[config.mk]
export PLATFORM = sky130hd
export DESIGN_NAME = mpr_mr3_cfg
export DESIGN_NICKNAME = d
export VERILOG_FILES = /design/src/rtl/mpr_cfg_pkg.sv /design/src/rtl/mpr_req_check.sv /design/src/rtl/mpr_mr3_image.sv /design/src/rtl/mpr_cmd_stage.sv /design/src/rtl/mpr_mr3_cfg.sv
export SDC_FILE = /design/constraint.sdc
export NUM_CORES = 1
export LEC_CHECK = 0
export BUFFER_PORTS_ARGS = -buffer_cell sky130_fd_sc_hd__buf_2
export CAP_MARGIN = 15
export CORE_MARGIN = 10
export CORE_UTILIZATION = 55
export CTS_CLUSTER_SIZE = 28
export DETAILED_ROUTE_END_ITERATION = 8
export PLACE_DENSITY_LB_ADDON = 0.15
export SKIP_LAST_GASP = 1
export SLEW_MARGIN = 40
export SYNTH_ARGS = -nofsm -noshare
export SYNTH_HDL_FRONTEND = slang
export SYNTH_HIERARCHICAL = 1
export SYNTH_SLANG_ARGS = --single-unit
[constraint.sdc]
create_clock -name clk -period 2.07 [get_ports clk]
set_input_delay 0.414 -clock clk [delete_from_list [all_inputs] [get_ports clk]]
set_output_delay 0.414 -clock clk [all_outputs]
set_load 0.01 [all_outputs]
[src/rtl/mpr_cfg_pkg.sv]
package mpr_cfg_pkg;
  typedef enum logic [1:0] {
    OP_ENABLE = 2'd0,
    OP_FORMAT = 2'd1,
    OP_PAGE   = 2'd2,
    OP_RSVD   = 2'd3
  } mpr_op_e;

  localparam int          MR_SEL_W  = 3;
  localparam logic [2:0]  MR3_SEL   = 3'd3;
  localparam int          PAGE_LSB  = 0;
  localparam int          EN_BIT    = 2;
  localparam int          FMT_LSB   = 11;
  localparam logic [1:0]  LIM_EN    = 2'd1;
  localparam logic [1:0]  LIM_FMT   = 2'd2;
  localparam logic [1:0]  LIM_PAGE  = 2'd3;
endpackage

[src/rtl/mpr_req_check.sv]
module mpr_req_check
  import mpr_cfg_pkg::*;
(
  input  logic [1:0] op,
  input  logic [1:0] val,
  output logic       legal
);
  always_comb begin
    unique case (mpr_op_e'(op))
      OP_ENABLE: legal = (val <= LIM_EN);
      OP_FORMAT: legal = (val <= LIM_FMT);
      OP_PAGE:   legal = (val <= LIM_PAGE);
      default:   legal = 1'b0;
    endcase
  end
endmodule

[src/rtl/mpr_mr3_image.sv]
module mpr_mr3_image
  import mpr_cfg_pkg::*;
#(
  parameter int ADDR_W = 18
) (
  input  logic              clk,
  input  logic              rst_n,
  input  logic              wr_en,
  input  logic [1:0]        op,
  input  logic [1:0]        val,
  output logic [ADDR_W-1:0] image,
  output logic [ADDR_W-1:0] merged
);
  localparam logic [ADDR_W-1:0] ONE2  = ADDR_W'(2'b11);
  localparam logic [ADDR_W-1:0] FMASK = (ONE2 << PAGE_LSB) | (ONE2 << FMT_LSB)
                                      | (ADDR_W'(1) << EN_BIT);

  always_comb begin
    merged = image;
    unique case (mpr_op_e'(op))
      OP_ENABLE: merged[EN_BIT]        = val[0];
      OP_FORMAT: merged[FMT_LSB +: 2]  = val;
      OP_PAGE:   merged[PAGE_LSB +: 2] = val;
      default:   merged = image;
    endcase
  end

  always_ff @(posedge clk or negedge rst_n) begin
    if (!rst_n)     image <= '0;
    else if (wr_en) image <= merged;
  end

  AST_FMT_NEVER_THREE: assert property (@(posedge clk) disable iff (!rst_n)
    image[FMT_LSB +: 2] != 2'b11);
  AST_SPARE_BITS_ZERO: assert property (@(posedge clk) disable iff (!rst_n)
    (image & ~FMASK) == '0);
  AST_IMAGE_HELD: assert property (@(posedge clk) disable iff (!rst_n)
    !wr_en |=> $stable(image));
endmodule

[src/rtl/mpr_cmd_stage.sv]
module mpr_cmd_stage
  import mpr_cfg_pkg::*;
#(
  parameter int ADDR_W = 18,
  parameter int RANK_W = 2,
  parameter int IDLE_W = 16,
  parameter int TMRD   = 8
) (
  input  logic                clk,
  input  logic                rst_n,
  input  logic                load,
  input  logic [ADDR_W-1:0]   load_addr,
  input  logic [RANK_W-1:0]   load_rank,
  input  logic                cmd_ready,
  output logic                cmd_valid,
  output logic [MR_SEL_W-1:0] cmd_mr,
  output logic [RANK_W-1:0]   cmd_rank,
  output logic [ADDR_W-1:0]   cmd_addr,
  output logic [IDLE_W-1:0]   cmd_idle,
  output logic                taken
);
  assign taken = cmd_valid && cmd_ready;

  always_ff @(posedge clk or negedge rst_n) begin
    if (!rst_n) begin
      cmd_valid <= 1'b0;
      cmd_rank  <= '0;
      cmd_addr  <= '0;
    end else if (load) begin
      cmd_valid <= 1'b1;
      cmd_rank  <= load_rank;
      cmd_addr  <= load_addr;
    end else if (taken) begin
      cmd_valid <= 1'b0;
    end
  end

  assign cmd_mr   = MR3_SEL;
  assign cmd_idle = IDLE_W'(TMRD);

  AST_CMD_HOLD: assert property (@(posedge clk) disable iff (!rst_n)
    (cmd_valid && !cmd_ready) |=> (cmd_valid && $stable(cmd_addr) && $stable(cmd_rank)));
endmodule

[src/rtl/mpr_mr3_cfg.sv]
module mpr_mr3_cfg
  import mpr_cfg_pkg::*;
#(
  parameter int ADDR_W = 18,
  parameter int RANK_W = 2,
  parameter int IDLE_W = 16,
  parameter int TMRD   = 8
) (
  input  logic                clk,
  input  logic                rst_n,
  input  logic                req_valid,
  output logic                req_ready,
  input  logic [1:0]          req_op,
  input  logic [1:0]          req_val,
  input  logic [RANK_W-1:0]   req_rank,
  output logic                resp_valid,
  output logic                resp_err,
  output logic                cmd_valid,
  input  logic                cmd_ready,
  output logic [MR_SEL_W-1:0] cmd_mr,
  output logic [RANK_W-1:0]   cmd_rank,
  output logic [ADDR_W-1:0]   cmd_addr,
  output logic [IDLE_W-1:0]   cmd_idle
);
  logic              legal, accept, wr_ok, taken;
  logic [ADDR_W-1:0] image, merged;

  assign req_ready = !cmd_valid;
  assign accept    = req_valid && req_ready;
  assign wr_ok     = accept && legal;

  mpr_req_check u_check (.op(req_op), .val(req_val), .legal(legal));

  mpr_mr3_image #(.ADDR_W(ADDR_W)) u_image (
    .clk(clk), .rst_n(rst_n), .wr_en(wr_ok), .op(req_op), .val(req_val),
    .image(image), .merged(merged)
  );

  mpr_cmd_stage #(.ADDR_W(ADDR_W), .RANK_W(RANK_W), .IDLE_W(IDLE_W), .TMRD(TMRD)) u_cmd (
    .clk(clk), .rst_n(rst_n), .load(wr_ok), .load_addr(merged), .load_rank(req_rank),
    .cmd_ready(cmd_ready), .cmd_valid(cmd_valid), .cmd_mr(cmd_mr), .cmd_rank(cmd_rank),
    .cmd_addr(cmd_addr), .cmd_idle(cmd_idle), .taken(taken)
  );

  always_ff @(posedge clk or negedge rst_n) begin
    if (!rst_n) begin
      resp_valid <= 1'b0;
      resp_err   <= 1'b0;
    end else begin
      resp_valid <= (accept && !legal) || taken;
      resp_err   <= accept && !legal;
    end
  end

  AST_ERR_NO_CMD: assert property (@(posedge clk) disable iff (!rst_n)
    (accept && !legal) |=> (!cmd_valid && resp_valid && resp_err));
  AST_OK_LOADS_CMD: assert property (@(posedge clk) disable iff (!rst_n)
    (accept && legal) |=> (cmd_valid && cmd_rank == $past(req_rank) && cmd_addr == image));
  AST_TAKEN_RESP: assert property (@(posedge clk) disable iff (!rst_n)
    taken |=> (resp_valid && !resp_err));
endmodule

# [After elaboration in Yosys (flattened, before gate mapping)]
# Index checks and enable logic that the tools add are counted.
[word_totals] wordCells=30 out_inout_bits=43 input_bits=10 register_bits=10
[op_classes] muxes=6 reduce_logical=12 eq_ne=2 magnitude_cmp=3
[ops] op="$reduce_and 2->1" count=3
[ops] op="$le 2x2->1 const B" count=2
[ops] op="$logic_and 1x1->1" count=4
[ops] op="$mux 2" count=2
[ops] op="$mux 1" count=3
[ops] op="$pmux 1 s3" count=1
[ops] op="$eq 2x1->1 const B" count=1
[ops] op="$eq 2x2->1 const B" count=1
[ops] op="$le 2x1->1 const B" count=1
[ops] op="$logic_not 1->1" count=2
[ops] op="$logic_not 2->1" count=1
[ops] op="$reduce_bool 2->1" count=1
[ops] op="$logic_or 1x1->1" count=1

# [Depth between registers and ports, before layout]
[logic_depth] ltp_word=5 mapped_depth=5 depth_no_buf=5

# [Cells and area by module]
# The synthesis kept the hierarchy.
[modules_own_cells] module="mpr_cmd_stage" area_per_inst_um2=1012.2 seq_area_each_um2=525.5 instances=1 cells_per_inst=67
[modules_own_cells] module="mpr_mr3_image" area_per_inst_um2=475.5 seq_area_each_um2=125.1 instances=1 cells_per_inst=48
[modules_own_cells] module="mpr_mr3_cfg" area_per_inst_um2=80.1 seq_area_each_um2=50.0 instances=1 cells_per_inst=6
[modules_own_cells] module="mpr_req_check" area_per_inst_um2=20.0 seq_area_each_um2=0.0 instances=1 cells_per_inst=3

# [Least setup slack after synthesis]
# Ideal clock, no wire load.
[synth_path] path_kind="input port to flip-flop" startpoint="input port req_val[1]" endpoint="register u_image.image[2]" cell_stages=5 slack_ps=421 path_buffers=0 arrival_time_ps=1521 required_ps=1942 cell_sequence="nor2b_1 > a22oi_1 > and3_2 > nor3b_1 > mux2_1"
[synth_via] elab_chain_cells=4 elab_cells_between_ends=6 classes_between="order compare: 3; mux: 1; reduce/logical: 2"
[synth_rtl] item="from (decl)" line="mpr_mr3_cfg.sv:14" rtl="input logic [1:0] req_val,"
[synth_rtl] item="$le 2x2->1, or another cell as far along" line="mpr_req_check.sv:12" rtl="OP_PAGE: legal = (val <= LIM_PAGE);"
[synth_rtl] item="$pmux 1 s3 (*)" line="mpr_req_check.sv:9" rtl="unique case (mpr_op_e'(op))"
[synth_rtl] item="via legal" line="mpr_mr3_cfg.sv:25" rtl="logic legal, accept, wr_ok, taken;"
[synth_rtl] item="$logic_and 1x1->1 (*)" line="mpr_mr3_cfg.sv:30" rtl="assign wr_ok = accept && legal;"
[synth_rtl] item="via wr_ok" line="mpr_mr3_cfg.sv:25"
[synth_rtl] item="$reduce_and 2->1 (no line) (*)"
[synth_rtl] item="to (signal assigned)" line="mpr_mr3_image.sv:30" rtl="else if (wr_en) image <= merged;"
[synth_rtl] item="to (decl)" line="mpr_mr3_image.sv:11" rtl="output logic [ADDR_W-1:0] image,"
# Mark *: on every way through the listed nets, which the timed path passes. The rest lies on a longest branch.
# A chain may end at the register's enable or synchronous reset.

==> reports/metrics.yaml <==
status: "complete, no violations"
post_drt_wl_per_cell_um: 14.7
finalHoldViolations: 0
leakagePower_nw: 0.833
nets: 156
fillers: 222
io_buffers: 33
drv_cap: 0
r2r_cells: 4
die_h_um: 72.1
final_core_util: 0.625
slew_headroom: 0.599
drc: 0
hpwlAfterDp_um: 2000
die_area_mm2: 0.00519
cts_resized: 0
mostFrequentLayoutCells: "33 x buf_2, 32 x conb_1, 28 x dfrtp_1"
clock_latency_ps: 320
gp_congestion: 0.881
grt_pass1_wl_um: 4400
std_cell_rows: 18
ir_drop_v: 0.000564
drive_above_1_share: 0.417
worstReg2RegStart: "u_cmd/cmd_valid"
grt_antenna_before_repair: 0
grt_max_degree: 29
synth_area_mm2: 0.00149
num_io_pins: 53
cts-buffers-inserted: 3
drtAntennaViolNets: 0
layout_commonest_cell: "buf_2"
via_per_inst: 4.47
grt_setup_unrepaired: "no"
antenna-diode-count: 0
end_kind: "flip-flop"
pwr-share-seq: 0.509
first_iter_violations: 68
worst-path-max-fanout: 11
clock_sinks: 28
p_comb_frac: 0.351
rrSetupSlack_ps: 620
num_vias: 778
cts_tree: "done"
worstPathArrival_ps: 1740
drt-total-wl_um: 2560
clockRootBuffer: "clkbuf_4"
syn2layout_area_growth_pct: 5.79
clock.fmax_mhz: 656
cts_max_path_buffers: 2
total_power_mw: 1.56
dp.cells: 171
clk_pin_slew_ps: 140
critPathKind: "primary input to flip-flop"
die_w_um: 72.1
overflow: 0
drv_slew: 0
start_util: 0.591
htreeDepth: 1
grt.total_usage: 0.104
crit_path_start_kind: "primary input"
yosys_warnings: 6
postSynthCellCount: 111
grt_pass1_vias: 902
synth.avg_cell_area_um2: 13.4
swShare: 0.305
crit_required_ps: 2290
p_int_mw: 1.08
power_density_mw_per_mm2: 988
tightest_slew_ps: 601
finalClockSkew_ps: 7.78
core_mm2: 0.00252
postCtsHoldBufs: 0
stdcell_count: 174
finalSetupTns_ps: 0
p_switching_uw: 475
setup_viol: 0
p_clk_frac: 0.139
cts_setup_buffers: 0
regToRegEndpoint: "u_cmd/cmd_addr[16]"
fin_crit_sh: 0.737
firstDrtPassIters: 4
min_period_ps: 1520
hp-class: "primary input to asynchronous set/reset pin"
## layer usage
metal | track usage | wire length, um | up-vias
li1 | - | - | 370
met4 | 0.0301 | 19 | 0
met3 | 0.0517 | 268 | 2
met5 | 0 | 0 | -
met1 | 0.125 | 1160 | 370
met2 | 0.160 | 1110 | 36
## through the flow
step | hold WS [ps] | cell area, um^2 | setup slack, ps
floorplan | 118 | 1600 | 421
global placement | 456 | 1550 | 224
detailed placement | 463 | 1550 | 194
CTS | 99.7 | 1580 | 543
global route | 113 | 1580 | 444
finish | 73.2 | 1580 | 545
## final cells by class
type	count	area (um^2)	share of cell area
sequential	28	701	0.444
multi-input combinational	76	628	0.398
tap	30	37.5	0.0238
clock buffer	3	22.5	0.0143
inverter	2	7.51	0.00476
timing repair buffer	35	180	0.114
## power groups by stage
stage | Combinational [mW] | Sequential [mW] | Clock [mW]
global placement | 0.553 | 0.795 | 0
finish | 0.548 | 0.794 | 0.217
global route | 0.598 | 0.818 | 0.249
CTS | 0.559 | 0.794 | 0.222
floorplan | 0.331 | 0.859 | 0
detailed placement | 0.558 | 0.801 | 0
## how the worst max path moves through the flow
| stage | start | end | slack, ps | depth (start not counted) |
|---|---|---|---|---|
| floorplan | req_val[1] | u_image/image[2] | 420 | 5 |
| global placement | req_val[0] | u_cmd/cmd_addr[16] | 220 | 6 |
| detailed placement | req_val[0] | u_cmd/cmd_addr[16] | 190 | 6 |
| CTS | req_val[0] | u_cmd/cmd_addr[16] | 540 | 6 |
| global route | req_val[0] | u_cmd/cmd_addr[16] | 440 | 6 |
| finish | req_val[0] | u_cmd/cmd_addr[16] | 550 | 6 |
## critical path, stage by stage
cell and delay (ps):
buf_2 130, nand2b_1 140, a22oi_1 190, and3_2 270
buf_4 240, mux2_2 350
## sequential cells by signal, indices dropped and copies added, names as in the netlist
signal,cells
resp_err,1
u_cmd/cmd_addr,18
u_cmd/cmd_valid,1
u_cmd/cmd_rank,2
resp_valid,1
u_image/image,5
Power figures use the tool's default switching activity.
